[config.mk]
export PLATFORM = sky130hd
export DESIGN_NAME = tile_stitch_pool
export DESIGN_NICKNAME = d
export VERILOG_FILES = /design/src/rtl/tsp_pkg.sv /design/src/rtl/tsp_relu_sat.sv /design/src/rtl/tsp_pool_buf.sv /design/src/rtl/tsp_pool_cmp.sv /design/src/rtl/tile_stitch_pool.sv
export SDC_FILE = /design/constraint.sdc
export NUM_CORES = 1
export LEC_CHECK = 0
export BUFFER_PORTS_ARGS = -buffer_cell sky130_fd_sc_hd__buf_2
export CORE_ASPECT_RATIO = 2
export CORE_UTILIZATION = 35
export DETAILED_ROUTE_END_ITERATION = 10
export SLEW_MARGIN = 20
export SYNTH_ARGS = -nofsm -noshare
export SYNTH_HDL_FRONTEND = slang
export SYNTH_SLANG_ARGS = --single-unit
[constraint.sdc]
create_clock -name clk -period 12.35 [get_ports clk]
set_input_delay 1.235 -clock clk [delete_from_list [all_inputs] [get_ports clk]]
set_output_delay 1.235 -clock clk [all_outputs]
set_load 0.01 [all_outputs]
[src/rtl/tsp_pkg.sv]
// Shared types for the tile-stitching pool unit.
package tsp_pkg;
    typedef enum logic [2:0] {
        ST_IDLE,   // waiting for the first tile of a region
        ST_REQ,    // request raised, waiting for the transfer indication
        ST_RECV,   // storing beats of the current tile
        ST_WAIT,   // tile stored, waiting for the next tile_done
        ST_POOL    // scanning the stitched region
    } tsp_state_e;
endpackage

[src/rtl/tsp_relu_sat.sv]
// ReLU followed by saturating narrowing of a signed wide sum.
// Assumes IN_W > OUT_W. The output is always non-negative.
module tsp_relu_sat #(
    parameter int IN_W  = 48,
    parameter int OUT_W = 16
) (
    input  logic signed [IN_W-1:0] din,
    output logic [OUT_W-1:0]       dout
);
    localparam logic signed [IN_W-1:0] LIM = {{(IN_W-OUT_W+1){1'b0}}, {(OUT_W-1){1'b1}}};

    // Clamp negatives to zero and large positives to the largest positive code.
    always_comb begin
        if (din[IN_W-1])
            dout = '0;
        else if (din > LIM)
            dout = {1'b0, {(OUT_W-1){1'b1}}};
        else
            dout = din[OUT_W-1:0];
    end
endmodule

[src/rtl/tsp_pool_buf.sv]
// Region buffer: one synchronous write port and one asynchronous read port.
// Assumes the writer and the reader never address the same entry in the same cycle.
module tsp_pool_buf #(
    parameter int DW    = 16,
    parameter int DEPTH = 64,
    localparam int AW   = $clog2(DEPTH)
) (
    input  logic          clk,
    input  logic          we,
    input  logic [AW-1:0] waddr,
    input  logic [DW-1:0] wdata,
    input  logic [AW-1:0] raddr,
    output logic [DW-1:0] rdata
);
    logic [DW-1:0] mem [DEPTH];

    // Store one element per cycle when enabled.
    always_ff @(posedge clk) begin
        if (we)
            mem[waddr] <= wdata;
    end

    // Read the addressed element combinationally.
    assign rdata = mem[raddr];
endmodule

[src/rtl/tsp_pool_cmp.sv]
// Sequential 2x2 max comparator: one window element per cycle, phases 0..3.
// Phase 0 loads, phases 1 and 2 compare, phase 3 compares and registers the result.
// Assumes the elements are non-negative (unsigned compare).
module tsp_pool_cmp #(
    parameter int DW = 16
) (
    input  logic          clk,
    input  logic          rst_n,
    input  logic          en,
    input  logic [1:0]    phase,
    input  logic [DW-1:0] elem,
    output logic [DW-1:0] max_o,
    output logic          vld_o
);
    logic [DW-1:0] run_max;

    // Track the running maximum and emit it at the end of each window.
    always_ff @(posedge clk) begin
        if (!rst_n) begin
            run_max <= '0;
            max_o   <= '0;
            vld_o   <= 1'b0;
        end else begin
            vld_o <= 1'b0;
            if (en) begin
                unique case (phase)
                    2'd0: run_max <= elem;
                    2'd3: begin
                        max_o <= (elem > run_max) ? elem : run_max;
                        vld_o <= 1'b1;
                    end
                    default: if (elem > run_max) run_max <= elem;
                endcase
            end
        end
    end
endmodule

[src/rtl/tile_stitch_pool.sv]
// Tile-stitching ReLU max-pool unit.
// Collects four tiles of TILE_H x TILE_W sums into a 2x2 quadrant region, then
// max-pools the region with 2x2 windows at stride 2, one result every 4 cycles.
// Assumes TILE_W and TILE_H are at least 2, and that the partial-sum buffer sends
// exactly TILE_W*TILE_H valid beats after each transfer indication.
module tile_stitch_pool
    import tsp_pkg::*;
#(
    parameter int TILE_W = 4,
    parameter int TILE_H = 4,
    parameter int PSUM_W = 48,
    parameter int OUT_W  = 16
) (
    input  logic              clk,
    input  logic              rst_n,
    input  logic              tile_done_i,
    output logic              psum_req_o,
    input  logic              psum_xfer_i,
    input  logic              psum_vld_i,
    input  logic [PSUM_W-1:0] psum_data_i,
    output logic              pool_rdy_o,
    output logic              pool_vld_o,
    output logic [OUT_W-1:0]  pool_data_o
);
    localparam int REG_W = 2 * TILE_W;
    localparam int REG_H = 2 * TILE_H;
    localparam int DEPTH = REG_W * REG_H;
    localparam int AW    = $clog2(DEPTH);
    localparam int RXW   = $clog2(REG_W);
    localparam int RYW   = $clog2(REG_H);

    tsp_state_e     state;
    logic [1:0]     tile_cnt;
    logic [RXW-1:0] px, ox;
    logic [RYW-1:0] py, oy;
    logic [1:0]     phase;
    logic           rdy_q;
    logic           last_pix, last_win, wr_en;
    logic [AW-1:0]  wr_addr, rd_addr;
    logic [OUT_W-1:0] wr_val, rd_val;

    assign last_pix = (px == RXW'(TILE_W-1)) && (py == RYW'(TILE_H-1));
    assign last_win = (ox == RXW'(TILE_W-1)) && (oy == RYW'(TILE_H-1));
    assign wr_en    = (state == ST_RECV) && psum_vld_i;

    // Place the incoming pixel inside the quadrant chosen by the tile index.
    always_comb begin
        wr_addr = AW'((int'(py) + (tile_cnt[1] ? TILE_H : 0)) * REG_W
                      + int'(px) + (tile_cnt[0] ? TILE_W : 0));
    end

    // Address the window element selected by the comparator phase.
    always_comb begin
        rd_addr = AW'((2 * int'(oy) + int'(phase[1])) * REG_W
                      + 2 * int'(ox) + int'(phase[0]));
    end

    tsp_relu_sat #(.IN_W(PSUM_W), .OUT_W(OUT_W)) u_relu (
        .din  (psum_data_i),
        .dout (wr_val)
    );

    tsp_pool_buf #(.DW(OUT_W), .DEPTH(DEPTH)) u_buf (
        .clk   (clk),
        .we    (wr_en),
        .waddr (wr_addr),
        .wdata (wr_val),
        .raddr (rd_addr),
        .rdata (rd_val)
    );

    tsp_pool_cmp #(.DW(OUT_W)) u_cmp (
        .clk   (clk),
        .rst_n (rst_n),
        .en    (state == ST_POOL),
        .phase (phase),
        .elem  (rd_val),
        .max_o (pool_data_o),
        .vld_o (pool_vld_o)
    );

    // Sequence request, reception, stitching and the pooling scan.
    always_ff @(posedge clk) begin
        if (!rst_n) begin
            state    <= ST_IDLE;
            tile_cnt <= '0;
            px       <= '0;
            py       <= '0;
            ox       <= '0;
            oy       <= '0;
            phase    <= '0;
            rdy_q    <= 1'b0;
        end else begin
            rdy_q <= 1'b0;
            unique case (state)
                ST_IDLE, ST_WAIT: begin
                    if (tile_done_i) state <= ST_REQ;
                end
                ST_REQ: begin
                    if (psum_xfer_i) state <= ST_RECV;
                end
                ST_RECV: begin
                    if (psum_vld_i) begin
                        if (last_pix) begin
                            px <= '0;
                            py <= '0;
                            if (tile_cnt == 2'd3) begin
                                tile_cnt <= '0;
                                rdy_q    <= 1'b1;
                                state    <= ST_POOL;
                            end else begin
                                tile_cnt <= tile_cnt + 2'd1;
                                state    <= ST_WAIT;
                            end
                        end else if (px == RXW'(TILE_W-1)) begin
                            px <= '0;
                            py <= py + RYW'(1);
                        end else begin
                            px <= px + RXW'(1);
                        end
                    end
                end
                ST_POOL: begin
                    phase <= phase + 2'd1;
                    if (phase == 2'd3) begin
                        if (last_win) begin
                            ox    <= '0;
                            oy    <= '0;
                            state <= ST_IDLE;
                        end else if (ox == RXW'(TILE_W-1)) begin
                            ox <= '0;
                            oy <= oy + RYW'(1);
                        end else begin
                            ox <= ox + RXW'(1);
                        end
                    end
                end
                default: state <= ST_IDLE;
            endcase
        end
    end

    assign psum_req_o = (state == ST_REQ);
    assign pool_rdy_o = rdy_q;
endmodule

**Word-level counts from Yosys, hierarchy flattened**

Memory sizes are Yosys's and may differ from the RTL's.
Index checks and enable logic that the tools add are counted.
Widths: inputs -> output; s select.

- Reductions and logical operators: 17
- Add/subtract/negate cells: 12
- Magnitude comparators: 2
- Equality and inequality tests: 16
- Bitwise gates (word level): 1
- Multiplexer cells: 27

Operator list:

| kind | count |
|---|---|
| $mux 3 | 17 |
| $gt 48x16->1 const B | 1 |
| $mux 16 | 3 |
| $pmux 16 s2 | 1 |
| $eq 3x2->1 const B | 6 |
| $gt 16x16->1 | 1 |
| $add 3x1->3 const B | 4 |
| $add 6x3->6 | 2 |
| $pmux 3 s4 | 1 |
| $ne 2x2->1 const B | 5 |
| $reduce_and 3->1 | 3 |
| $reduce_and 2->1 | 4 |
| $add 6x1->6 | 1 |
| $add 6x4->6 | 1 |
| $reduce_and 6->1 | 1 |
| $add 2x1->2 const B | 2 |
| $eq 2x2->1 const B | 2 |
| $mux 1 | 4 |
| $reduce_and 4->1 | 1 |
| $reduce_bool 2->1 | 2 |
| $add 3x1->3 | 1 |
| $add 3x3->3 | 1 |
| $eq 3x1->1 const B | 1 |
| $eq 3x3->1 const B | 1 |
| 7 further kinds | 9 |

- Bits of input ports: 53
- Register bits after elaboration: 53
- Memories kept: 1
- Memory bits (writable): 1024
- Output and inout bits: 19
- Logic and storage cells: 87

Memories:

| memory | words | width | rd ports | clocked after memory_dff | wr ports | line | RTL |
|---|---|---|---|---|---|---|---|
| u_buf.mem | 64 | 16 | 1 | 0 | 1 | tsp_pool_buf.sv:15 | `logic [DW-1:0] mem [DEPTH];` |

**Longest topological paths before layout**

Gate-level depths: netlist of run 1.
An unclocked memory read counts as a cell.

- Word-level depth: 7
- Mapped depth: 19
- Mapped depth without buffers: 15

**Cells and area by module**

A second synthesis of run 1 with hierarchy kept.

- Cells, all modules: 2188
- Area total of the unflattened synthesis: 42937.4 um2

Modules (own cells, without submodules):

| module | area each (um2) | sequential area each (um2) | cells an instance | instances |
|---|---|---|---|---|
| tsp_pool_buf | 39721.8 | 30749.5 | 1813 | 1 |
| tsp_pool_cmp | 1769.2 | 660.6 | 202 | 1 |
| tile_stitch_pool | 1059.8 | 400.4 | 118 | 1 |
| tsp_relu_sat | 386.6 | 0.0 | 55 | 1 |

**Worst setup path after synthesis of run 1**

OpenSTA, ideal clock, no wires.

- Kind: input port to flip-flop
- Start point: in psum_data_i[47]
- End point: mem u_buf.mem[0][10] (data pin)
- Data required time: 11851 ps
- Path buffers: 2
- Setup time: 499 ps
- Path slack: 8018 ps
- Arrival time: 3834 ps
- Stages on the path: 8
- Cells stage by stage: clkbuf_1 -> nor4_1 -> nand4_1 -> nor4_1 -> a21oi_1 -> clkbuf_1 -> nor2_1 -> nor2_1

- Cells in the longest elaborated chain, start to end: 3

RTL lines:

| what | line | RTL |
|---|---|---|
| from (decl) | tile_stitch_pool.sv:20 | `input logic [PSUM_W-1:0] psum_data_i,` |
| $gt 48x16->1 | tsp_relu_sat.sv:16 | `else if (din > LIM)` |
| $mux 16 | tsp_relu_sat.sv:16 |  |
| $mux 16 (*) | tsp_relu_sat.sv:14 | `if (din[IN_W-1])` |
| via u_buf.wdata[10] | tsp_pool_buf.sv:11 | `input logic [DW-1:0] wdata,` |
| to (decl) | tsp_pool_buf.sv:15 |  |

The timed path passes the listed nets; every way through them passes the cells marked *.

**Worst setup path in the final report of run 1**

- Start point: reg phase[0]
- End point: reg u_cmp.run_max[1]

- Cells in the longest elaborated chain, start to end: 5
- Elaborated cells on any way between the ends: 9
- Those cells by class: add/sub (1); order compare (1); eq/ne (1); mux (2); bitwise (1); reduce/logical (2); memory (1)

RTL lines:

| what | line | RTL |
|---|---|---|
| from (decl) | tile_stitch_pool.sv:36 | `logic [1:0] phase;` |
| from (signal assigned) | tile_stitch_pool.sv:124 | `phase <= phase + 2'd1;` |
| $add 6x1->6 | tile_stitch_pool.sv:55 | `+ 2 * int'(ox) + int'(phase[0]));` |
| $mem_v2 64x16 | - |  |
| $gt 16x16->1 | tsp_pool_cmp.sv:32 | `default: if (elem > run_max) run_max <= elem;` |
| $mux 16 | tsp_pool_cmp.sv:32 |  |
| $pmux 16 s2 | tsp_pool_cmp.sv:26 | `unique case (phase)` |
| to (signal assigned) | tsp_pool_cmp.sv:27 | `2'd0: run_max <= elem;` |
| to (signal assigned) | tsp_pool_cmp.sv:32 |  |
| to (decl) | tsp_pool_cmp.sv:15 | `logic [DW-1:0] run_max;` |

Parallel ways exist; a longest one is shown, timed or not.
A chain may end at the register's enable or synchronous reset.

==> summary.md, run 1 <==
| Metric | Value |
|---|---|
| Largest net degree at the start of global routing | `104` |
| Htree depth | `3` |
| Drt wl/cell | `28.1 um` |
| Slew @ Worst Pin | `1.20 ns` |
| Area of the multi-input gates | `10,200 um2` |
| Worst Skew | `0.0265 ns` |
| Via density | `5.36` |
| Final Hold Vio Count | `0` |
| Seq pwr share | `0.570` |
| Power Internal | `5.63 mW` |
| Reg-to-Reg Start | `phase[0]$_SDFFE_PN0P_` |
| Status | `complete, no violations` |
| Min-Delay Path Class | `reg -> reg` |
| WS Path Type | `reg -> reg` |
| Layout cells sized above 1 | `0.258` |
| FILL cells | `10,690` |
| Initial antenna violation count | `2` |
| Crit path from | `phase[0]$_SDFFE_PN0P_` |
| I/O pins | `72` |
| Dpl hpwl | `71.0 mm` |
| Most used cell, CP | `a22oi_1` |
| Clock power frac | `0.412` |
| Max VDD drop | `0.103 mV` |
| Yosys reg bits | `1,077` |
| Met2 Track Usage GR | `0.340` |
| Sw Ratio | `0.200` |
| Worst setup EP type | `register` |
| Final setup viols | `0` |
| Initial Util | `0.353` |
| PD cells | `146 nW/um2` |
| Maxcap violations | `0` |
| Slowest stage delay, CP | `0.83 ns` |
| RSZ-0062 raised after global routing | `false` |
| CTS sink count | `1,077` |
| Max Clk Rate | `156 MHz` |
| Syn-to-layout area delta | `13.3%` |
| Leakage | `14.2 nW` |
| CTS Buf Count | `84` |
| Initial drt markers | `1,661` |
| Startpoint Class | `register` |
| Routed Antenna Nets | `0` |
| Worst-path cell chain | `buf_4, buf_12, mux4_2, mux2i_1, a22oi_1, a22oi_1, inv_1, ha_1, nand3_1, or4_4, a21o_1, a31oi_4, or2_1, a21oi_1` |
| Slew margin rel. | `0.201` |
| Comb power frac | `0.018` |
| Port bufs | `71` |
| First-pass GRT wire length | `159 mm` |
| Clk buf depth | `3` |
| Post CTS Setup Buffer Count | `0` |
| Period utilization | `0.519` |
| Core area | `120,000 um2` |
| Main synth FF type | `edfxtp_1` |
| Max Slew Vio Count | `0` |
| Final wirelength | `111 mm` |
| Top Family by Delay on Critical Path | `compound AO/OA/AOI/OAI gates` |
| Die extent in x | `248 um` |
| Yosys warnings | `0` |
| Skew-Pair Late Insertion Delay | `0.69 ns` |
| Met1 usage | `0.191` |
| Net Switching | `1.41 mW` |
| Post-synth EDFFs | `1,024` |
| Synth cell types | `58` |
| DIE AREA | `123,000 um2` |
| CP max-delay cell | `or2_1` |
| Mean post-synth cell area | `20.1 um2` |
| Fin Setup TNS | `0 ns` |
| Register area share after synthesis | `0.748` |
| Vias | `21,116` |
| Flip-flop and latch area | `31,800 um2` |
| # rows | `180` |
| Hold Buf Count CTS | `0` |
| Clock Root Buffer | `clkbuf_16` |
| Vias in the first global route | `22,236` |
| Hold path cells | `2` |
| Synthesized instance count | `2,120` |
| Hold path start | `oy[2]$_SDFFE_PN0P_` |
| CTS-repair resized insts | `0` |
| DRC errors left | `0` |
| R2R Path End | `u_cmp.run_max[1]$_SDFFE_PN0P_` |
| CP arrival | `6.93 ns` |
| GR Util met3 | `0.0210` |
| Busiest grt layer | `met2` |
| Routability Congestion | `0.930` |
| Reg clk slew, reported paths | `0.08 ns` |
| Fin crit period | `6.41 ns` |
| Data required, critical path | `12.87 ns` |
| Synthesized area | `42,500 um2` |
| Final #Nets | `2,399` |
| Async S/R FF share, synth | `0` |
| Worst path bufs/invs | `3` |
| Cells after DPL | `3,780` |
| CTS tree | `yes` |
| Worst min-delay path endpoint | `oy[2]$_SDFFE_PN0P_` |
| Reg2Reg Depth | `14` |
| Finished Layout Cells | `3,936` |
| First-pass iteration count of the detailed router | `6` |
| Worst R2R Setup Slack | `5.94 ns` |
| All-Layer GR Usage | `0.180` |
| GRT Residual Overflow | `0` |
| Die Span Y | `495 um` |
| Critical Path Fanout Max | `90` |
## power by group through the flow
stage,logic [mW],clock network (mW),registers (mW)
after global routing,0.136,3.07,4.01
after floorplan,0.0548,0,4.09
final,0.128,2.90,4.01
after global placement,0.121,0,4.09
after detailed placement,0.130,0,4.09
after CTS,0.129,2.96,4.01
## per-stage QoR
| stage | setup WS, ns | area, um2 | hold WS (ns) | total power [mW] | util |
|---|---|---|---|---|---|
| 2_1_floorplan | 8.02 | 42700 | 0.412 | 4.15 | - |
| 3_3_place_gp | 5.98 | 45200 | 0.419 | 4.21 | 0.376 |
| 3_5_place_dp | 5.90 | 45200 | 0.438 | 4.22 | 0.376 |
| 4_1_cts | 5.89 | 48200 | 0.448 | 7.10 | 0.400 |
| 5_1_grt | 5.54 | 48200 | 0.494 | 7.22 | 0.400 |
| 6_report | 5.94 | 48200 | 0.449 | 7.04 | 0.400 |
## area by class of cell
class / instances / share of cell area
inverter: 34 / 0.00265
clock inverter: 58 / 0.0156
multi-input combinational: 953 / 0.212
clock buffer: 97 / 0.0451
timing repair buffer: 169 / 0.0237
antenna: 1 / 0.0000520
sequential: 1077 / 0.661
tap: 1547 / 0.0402
## worst reg2reg max path, stage by stage, from the launching register on
cell	delay (ns)
dfxtp_4	0.56
buf_4	0.66
buf_12	0.54
mux4_2	0.86
mux2i_1	0.22
a22oi_1	0.20
a22oi_1	0.47
inv_1	0.09
ha_1	0.32
nand3_1	0.10
or4_4	0.51
a21o_1	0.22
a31oi_4	0.53
or2_1	0.83
a21oi_1	0.17
## cells by family (layout without fill, tap and decap cells)
group / Yosys count / count (layout) / share of synthesized area
AOI/OAI and AO/OA: 266 / 266 / 0.0495
adders and majority gates: 27 / 27 / 0.00795
muxes: 332 / 332 / 0.144
DFF: 1077 / 1077 / 0.748
buffers and inverters: 153 / 358 / 0.0202
other: 1 / 65 / 0.0000882
and+or+nand+nor: 256 / 256 / 0.0279
xor gates and xnor gates: 8 / 8 / 0.00165
## sequential cells by signal (all words and copies together), names as in the netlist
signal,count
u_cmp.run_max,16
pool_rdy_o,1
u_buf.mem,1024
u_cmp.vld_o,1
ox,3
state,3
oy,3
py,3
u_cmp.max_o,16
px,3
tile_cnt,2
phase,2
## metal layers
| metal | up-vias | part of all wire |
|---|---|---|
| met2 | 638 | 0.55 |
| met1 | 11224 | 0.35 |
| li1 | 9060 | - |
| met4 | 0 | 0.061 |
| met5 | - | 0 |
| met3 | 194 | 0.039 |
## synthesized netlist by cell type, types with 5 or more instances
master	count	share of area
buf_1	7	0.00062
a21oi_2	10	0.0021
nor3_1	10	0.0012
dfxtp_1	53	0.025
nand2_1	53	0.0047
buf_4	16	0.0028
and2_1	6	0.00088
o31ai_1	16	0.0028
a211oi_1	13	0.0023
ha_1	27	0.0079
a22oi_1	32	0.0057
clkbuf_1	40	0.0035
a221oi_2	11	0.0039
o221ai_2	10	0.0035
edfxtp_1	1024	0.72
nand2b_1	6	0.00088
nor2b_1	29	0.0043
nand3_1	11	0.0013
o22ai_1	43	0.0063
inv_1	34	0.0030
nor2_1	113	0.010
nor4_1	8	0.0012
a21oi_1	53	0.0062
mux2_2	22	0.0058
mux2i_1	87	0.020
o211ai_1	12	0.0021
a21boi_0	5	0.00088
o221ai_1	22	0.0045
buf_6	18	0.0048
mux4_2	223	0.12
a221o_1	11	0.0026
buf_2	35	0.0041
a2111oi_0	5	0.0010
a22oi_2	11	0.0032
## cell usage in the layout, fill, tap and decap left out, types with 32 or more instances in the layout
master,synthesis,routed
nand2_1,53,53
dfxtp_1,53,50
conb_1,1,64
buf_4,16,94
mux2i_1,87,87
edfxtp_1,1024,1024
o22ai_1,43,43
clkbuf_16,0,85
mux4_2,223,223
a21oi_1,53,53
nor2_1,113,96
a22oi_1,32,32
inv_1,34,34
buf_2,35,71
## worst max-delay path by stage
| stage | to | slack, ns | cells after the start |
|---|---|---|---|
| global route | u_cmp.run_max[4]$_SDFFE_PN0P_ | 5.54 | 14 |
| global placement | u_cmp.run_max[15]$_SDFFE_PN0P_ | 5.98 | 14 |
| floorplan | u_buf.mem[0][10]$_DFFE_PP_ | 8.02 | 8 |
| CTS | u_cmp.run_max[1]$_SDFFE_PN0P_ | 5.89 | 14 |
| finish | u_cmp.run_max[1]$_SDFFE_PN0P_ | 5.94 | 14 |
| detailed placement | u_cmp.run_max[1]$_SDFFE_PN0P_ | 5.90 | 14 |
No activity file was read; power rests on OpenSTA's default activity.
==> run 2: changes to the inputs <==
--- a/config.mk
+++ b/config.mk
@@ -5,6 +5,7 @@
 export SDC_FILE = /design/constraint.sdc
 export NUM_CORES = 1
 export LEC_CHECK = 0
+export ABC_AREA = 1
 export BUFFER_PORTS_ARGS = -buffer_cell sky130_fd_sc_hd__buf_2
 export CORE_ASPECT_RATIO = 2
 export CORE_UTILIZATION = 35
==> constraint.sdc (replaced) <==
create_clock -name clk -period 5.61 [get_ports clk]
set_input_delay 0.561 -clock clk [delete_from_list [all_inputs] [get_ports clk]]
set_output_delay 0.561 -clock clk [all_outputs]
set_load 0.01 [all_outputs]
==> run 2 against run 1 <==
Effect of this change: worst hold slack lost 0.12 ns; sequential power grew 120%; maximum frequency grew 43%; worst setup slack lost 4.8 ns; clock-buffer cell count grew 10; final cell count grew 48%; synthesized area grew 4.9%; non-clock buffer count grew 14; total power grew 120%; first-iteration DRC count grew 55%; via count grew 42%; clock skew grew 0.018 ns.
==> summary.md, run 2 <==
| Metric | Value |
|---|---|
| Status | `complete, no violations` |
| PD cells | `314 nW/um2 (+110%)` |
| CP arrival | `5.10 ns (-1.83 ns)` |
| WS Path Type | `reg -> reg` |
| Post-synth top cells | `nand2_1 (1,404), edfxtp_1 (1,024), nand3_1 (907)` |
| Leakage | `18.2 nW (+28%)` |
| # rows | `184 (+2.2%)` |
| Data required, critical path | `6.25 ns (-6.62 ns)` |
| Top-area cell type share of the netlist area | `0.690 (-0.0335)` |
| Synthesized area | `44,600 um2 (+4.9%)` |
| RSZ-0062 raised after global routing | `false` |
| Critical Path Fanout Max | `107 (+19%)` |
| Commonest non-fill, non-tap cell in the layout | `nand2_1` |
| Maxcap violations | `0 (unchanged)` |
| Max Slew Vio Count | `0 (unchanged)` |
| Vias | `29,940 (+42%)` |
| Synthesized instance count | `3,968 (+87%)` |
| Port bufs | `71 (unchanged)` |
| Period utilization | `0.796 (+0.278)` |
| Yosys warnings | `0 (unchanged)` |
| Mean post-synth cell area | `11.2 um2 (-44%)` |
| Finished Layout Cells | `5,818 (+48%)` |
| Pwr Total | `15.8 mW (+120%)` |
| Hold Buf Count CTS | `0 (unchanged)` |
| DIE AREA | `129,000 um2 (+4.8%)` |
| Largest registers | `u_buf.mem (1024), u_cmp.max_o (16), u_cmp.run_max (16)` |
| Clock Root Buffer | `clkbuf_16` |
| Drt wl/cell | `22.2 um (-21%)` |
| First-pass GRT wire length | `190 mm (+20%)` |
| Core area | `126,000 um2 (+4.7%)` |
| Fin crit period | `4.47 ns (-1.94 ns)` |
| All-Layer GR Usage | `0.201 (+0.0216)` |
| Die Span Y | `507 um (+2.4%)` |
| Routed Antenna Nets | `0 (unchanged)` |
| Via density | `5.15 (-4.1%)` |
| DRC errors left | `0 (unchanged)` |
| Clk buf depth | `3 (unchanged)` |
| Synth top area cells | `edfxtp_1 (69%), nand2_1 (12%), nand3_1 (10%)` |
| Final wirelength | `129 mm (+17%)` |
| Commonest cells after routing, fill and taps aside | `nand2_1 (1,404), edfxtp_1 (1,024), nand3_1 (907)` |
| CTS sink count | `1,077 (unchanged)` |
| Htree depth | `3 (unchanged)` |
| Routability Congestion | `0.926 (-0.44%)` |
| Max Clk Rate | `224 MHz (+43%)` |
| Min-Delay Path Class | `in -> reg` |
| Startpoint Class | `register` |
| Initial antenna violation count | `1 (-1)` |
| Reg clk slew, reported paths | `0.07 ns (about the same)` |
| Main synth FF type | `edfxtp_1` |
| Final #Nets | `4,147 (+73%)` |
| Max VDD drop | `0.218 mV (+110%)` |
| Register area share after synthesis | `0.714 (-0.0346)` |
| FILL cells | `11,971 (+12%)` |
| Slew margin rel. | `0.266 (+0.0649)` |
| Final worst setup slack | `1.14 ns (-4.80 ns)` |
| GRT Residual Overflow | `0 (unchanged)` |
| First-pass iteration count of the detailed router | `6 (unchanged)` |
| CTS tree | `yes` |
| Initial Util | `0.354 (+0.000482)` |
| Skew-Pair Late Insertion Delay | `0.73 ns (+0.04 ns)` |
| Worst setup EP type | `register` |
| CTS-repair resized insts | `0 (unchanged)` |
| Biggest register | `u_buf.mem` |
| Yosys reg bits | `1,077 (unchanged)` |
| Cells after DPL | `5,650 (+49%)` |
| Max reg flops | `1,024 (unchanged)` |
| Pre-CTS setup slack | `1.17 ns (-4.74 ns)` |
| Top-count cell post-synth | `nand2_1` |
| I/O pins | `72 (unchanged)` |
| Largest net degree at the start of global routing | `147 (+41%)` |
| Post CTS Setup Buffer Count | `0 (unchanged)` |
| Post-synth EDFFs | `1,024 (unchanged)` |
| Syn-to-layout area delta | `12.9%` |
| Layout cells sized above 1 | `0.0850 (-0.173)` |
| Final setup viols | `0 (unchanged)` |
| Initial drt markers | `2,569 (+55%)` |
| CTS Buf Count | `89 (+6.0%)` |
| Reg2Reg Depth | `20 (+6)` |
| Fin Setup TNS | `0 ns (unchanged)` |
| Slew @ Worst Pin | `1.10 ns (-0.0985 ns)` |
| Leading area contributor after synthesis | `edfxtp_1` |
| Hold path cells | `5 (+3)` |
| Async S/R FF share, synth | `0 (unchanged)` |
| Die extent in x | `254 um (+2.4%)` |
| Worst Skew | `0.0442 ns (+0.0177 ns)` |
| Dpl hpwl | `78.1 mm (+10%)` |
| Synth cell types | `29 (-50%)` |
| Vias in the first global route | `28,874 (+30%)` |
| Final Hold Vio Count | `0 (unchanged)` |
-- run 2: logic make-up (layout without fill, tap and decap cells) --
logic type	Yosys count	count (layout)	synth area share
other cells	1	65	0.0000841
fa+ha+maj	27	27	0.00758
buf+inv	328	440	0.0343
flops	1077	1077	0.714
xor+xnor	4	4	0.000786
simple gates	2424	2424	0.231
compound gates	107	107	0.0130
-- run 2: through the flow --
| step | area (um2) | hold WS, ns | util |
|---|---|---|---|
| floorplan | 44800 | 0.429 | - |
| global placement | 47300 | 0.438 | 0.376 |
| detailed placement | 47300 | 0.452 | 0.376 |
| CTS | 50300 | 0.273 | 0.400 |
| global route | 50300 | 0.347 | 0.400 |
| finish | 50300 | 0.331 | 0.400 |
-- run 2: worst max-delay path, stage by stage (launching register included) --
cell and delay [ns]:
dfxtp_4 0.47, inv_8 0.61, buf_12 0.31, nand3_1 0.10
nand3_1 0.23, nand2_1 0.09, nand2_1 0.12, nand3_1 0.20
nand3_1 0.20, nand2_1 0.13, ha_1 0.35, nand2_1 0.06
o21ai_0 0.25, nor2_1 0.09, nand2_1 0.07, nand2_1 0.06
inv_1 0.43, nand2_1 0.17, nand3_1 0.10, nand2_1 0.06
a21oi_1 0.12
-- run 2: area by class of cell --
class | count | area, um2 | area share
Sequential cell | 1077 | 31800 | 0.632
Multi-Input combinational cell | 2626 | 11700 | 0.232
Clock buffer | 107 | 2320 | 0.0460
Tap cell | 1674 | 2090 | 0.0416
Timing Repair Buffer | 183 | 1400 | 0.0277
Clock inverter | 60 | 682 | 0.0135
Inverter | 90 | 355 | 0.00706
Antenna cell | 1 | 2.50 | 0.0000497
-- run 2: path summary, 6_finish.rpt --
check                      from                       endpoint  slack, ns
max reg2reg  ox[0]$_SDFFE_PN0P_  u_cmp.run_max[7]$_SDFFE_PN0P_       1.14
min                 tile_done_i          state[0]$_SDFFE_PN0P_       0.33
min reg2reg  oy[2]$_SDFFE_PN0P_             oy[2]$_SDFFE_PN0P_       0.47
max          ox[0]$_SDFFE_PN0P_  u_cmp.run_max[7]$_SDFFE_PN0P_       1.14
-- run 2: routing by layer --
| metal | wire length, um | vias up | GRT usage |
|---|---|---|---|
| li1 | - | 13967 | - |
| met1 | 46000 | 14696 | 0.222 |
| met2 | 67400 | 1018 | 0.359 |
| met3 | 6480 | 259 | 0.0227 |
| met4 | 9540 | 0 | 0.139 |
| met5 | 0 | - | 0 |
-- run 2: where the power goes --
group	switching [mW]	internal (mW)
Clock	3.01	3.47
Combinational	0.373	0.0952
Sequential	0.0108	8.84
Total	3.39	12.4
==> run 3: changes to the inputs <==
==> constraint.sdc (replaced) <==
create_clock -name clk -period 4.1 [get_ports clk]
set_input_delay 0.41 -clock clk [delete_from_list [all_inputs] [get_ports clk]]
set_output_delay 0.41 -clock clk [all_outputs]
set_load 0.01 [all_outputs]
==> run 3 against run 2 <==
Effect of this change: non-clock buffer count rose by 60; critical endpoint is now u_cmp.run_max[3]$_SDFFE_PN0P_; worst setup slack worse by 0.91 ns; via count increased by 0.40%; maximum frequency up 15%; first-iteration DRC count is 1.2% higher.
==> summary.md, run 3 (same netlist as run 2, synthesis figures left out) <==
| Metric | Value |
|---|---|
| Max reg flops | `1,024 (unchanged)` |
| Via density | `5.12 (-0.51%)` |
| Initial antenna violation count | `1 (unchanged)` |
| Min-Delay Path Class | `in -> reg` |
| Fin crit period | `3.87 ns (-0.596 ns)` |
| Die extent in x | `254 um (unchanged)` |
| Final #Nets | `4,206 (+1.4%)` |
| WS Path Type | `reg -> reg` |
| Maxcap violations | `0 (unchanged)` |
| RSZ-0062 raised after global routing | `false` |
| Clk buf depth | `3 (unchanged)` |
| Vias in the first global route | `29,622 (+2.6%)` |
| Htree depth | `3 (unchanged)` |
| Dpl hpwl | `80.7 mm (+3.3%)` |
| Slew @ Worst Pin | `1.07 ns (-0.0258 ns)` |
| Max Clk Rate | `258 MHz (+15%)` |
| Max Slew Vio Count | `0 (unchanged)` |
| CP max-delay cell | `dfxtp_4` |
| Drt wl/cell | `22.0 um (-1.0%)` |
| Clock Root Buffer | `clkbuf_16` |
| Final worst setup slack | `0.228 ns (-0.914 ns)` |
| Pre-CTS setup slack | `0.121 ns (-1.04 ns)` |
| PD cells | `418 nW/um2 (+33%)` |
| Max VDD drop | `0.309 mV (+42%)` |
| CP arrival | `4.42 ns (-0.68 ns)` |
| First-pass iteration count of the detailed router | `6 (unchanged)` |
| Period utilization | `0.944 (+0.148)` |
| Worst hold slack | `0.197 ns (-0.134 ns)` |
| Commonest cells after routing, fill and taps aside | `nand2_1 (1,404), edfxtp_1 (1,024), nand3_1 (907)` |
| Vias | `30,059 (+0.40%)` |
| Die Span Y | `507 um (unchanged)` |
| Worst setup EP type | `register` |
| Port bufs | `71 (unchanged)` |
| # rows | `184 (unchanged)` |
| All-Layer GR Usage | `0.201 (about the same)` |
| Worst path bufs/invs | `5 (+2)` |
| Biggest register | `u_buf.mem` |
| DRC errors left | `0 (unchanged)` |
| Layout cells sized above 1 | `0.0939 (+0.00894)` |
| Leakage | `18.5 nW (+2.0%)` |
| Largest registers | `u_buf.mem (1024), u_cmp.max_o (16), u_cmp.run_max (16)` |
| Skew-Pair Late Insertion Delay | `0.71 ns (-0.02 ns)` |
| Worst-path cell chain | `buf_4, buf_12, nand2_1, nand3_1, nand3_1, nand2_1, nand2_1, nand3_1, nand3_1, nand2_1, ha_1, nand2_1, inv_1, o21ai_0, a21oi_1, nor2_1, nand2_1, nand2_1, clkinvlp_4, buf_12, nand2_1, nand3_1, nand2_1, a21oi_1` |
| Most used cell, CP | `nand2_1` |
| Top Family by Delay on Critical Path | `simple AND/OR/NAND/NOR gates` |
| Slew margin rel. | `0.283 (+0.0172)` |
| I/O pins | `72 (unchanged)` |
| Critical Path Fanout Max | `69 (-36%)` |
| Final setup viols | `0 (unchanged)` |
| Final Hold Vio Count | `0 (unchanged)` |
| Routed Antenna Nets | `0 (unchanged)` |
| Initial drt markers | `2,599 (+1.2%)` |
| Slowest stage delay, CP | `0.46 ns (-0.15 ns)` |
| Largest net degree at the start of global routing | `94 (-36%)` |
| FILL cells | `11,871 (-0.84%)` |
| Initial Util | `0.354 (unchanged)` |
| GRT Residual Overflow | `0 (unchanged)` |
| Data required, critical path | `4.64 ns (-1.61 ns)` |
| DIE AREA | `129,000 um2 (unchanged)` |
| Fin Setup TNS | `0 ns (unchanged)` |
| CTS sink count | `1,077 (unchanged)` |
| CTS tree | `yes` |
| First-pass GRT wire length | `190 mm (+0.16%)` |
| Worst Skew | `0.0359 ns (-0.00830 ns)` |
| CTS Buf Count | `88 (-1.1%)` |
| Pwr Total | `21.3 mW (+35%)` |
| Final wirelength | `129 mm (-0.10%)` |
| Syn-to-layout area delta | `14.5%` |
| Reg clk slew, reported paths | `0.07 ns (about the same)` |
| Core area | `126,000 um2 (unchanged)` |
| Commonest non-fill, non-tap cell in the layout | `nand2_1` |
| Startpoint Class | `register` |
| Hold Buf Count CTS | `0 (unchanged)` |
| Status | `complete, no violations` |
| Routability Congestion | `0.887 (-4.2%)` |
[run 3: worst reg2reg max path, delay by kind of cell, from the launching register on]
| kind | cells | cell delay [ns] |
|---|---|---|
| fa+ha+maj | 1 | 0.26 |
| buf+inv | 5 | 0.85 |
| compound gates | 3 | 0.28 |
| flops | 1 | 0.46 |
| simple gates | 15 | 1.87 |
[run 3: final timing paths]
check	slack [ns]	startpoint	depth (start not counted)	to
hold reg to reg	0.46	oy[2]$_SDFFE_PN0P_	2	oy[2]$_SDFFE_PN0P_
hold / removal	0.20	tile_done_i	5	state[0]$_SDFFE_PN0P_
setup reg to reg	0.23	phase[0]$_SDFFE_PN0P_	24	u_cmp.run_max[3]$_SDFFE_PN0P_
setup / recovery	0.23	phase[0]$_SDFFE_PN0P_	24	u_cmp.run_max[3]$_SDFFE_PN0P_
[run 3: through the flow]
step	area, um2	instances	utilization
final	51000	5871	0.405
after floorplan	44800	4031	-
after CTS	51000	5868	0.405
after global placement	48100	5708	0.382
after detailed placement	48100	5708	0.382
after global routing	51000	5871	0.405
[run 3: what timing repair did]
action,in CTS,in global routing
hold endpoints to repair,0,0
setup buffers,0,1
endpoints found under the setup margin,0,16
gates resized for setup,0,3
[run 3: final cells by class]
class / instances / area, um2 / share of cell area
repair buffers: 243 / 2230 / 0.0437
clock buffers: 108 / 2280 / 0.0446
clock inverters: 52 / 568 / 0.0111
flip-flops and latches: 1077 / 31800 / 0.624
inverters: 90 / 368 / 0.00721
well taps: 1674 / 2090 / 0.0411
multi-input cells: 2626 / 11700 / 0.228
diodes: 1 / 2.50 / 0.0000491
[run 3: metal layers]
metal  wire length, um  vias up  GRT usage  part of all wire
met3              5710      240     0.0195             0.044
met5                 0        -          0                 0
met2             69700     1026      0.375              0.54
met4              7400        0      0.113             0.057
met1             46400    14716      0.220              0.36
li1                  -    14077          -                 -
[run 3: power by group]
| group | total, mW | internal [mW] | switching (mW) |
|---|---|---|---|
| registers | 12.1 | 12.1 | 0.0155 |
| logic | 0.677 | 0.149 | 0.528 |
| clock network | 8.52 | 4.52 | 4.00 |
| total | 21.3 | 16.8 | 4.54 |
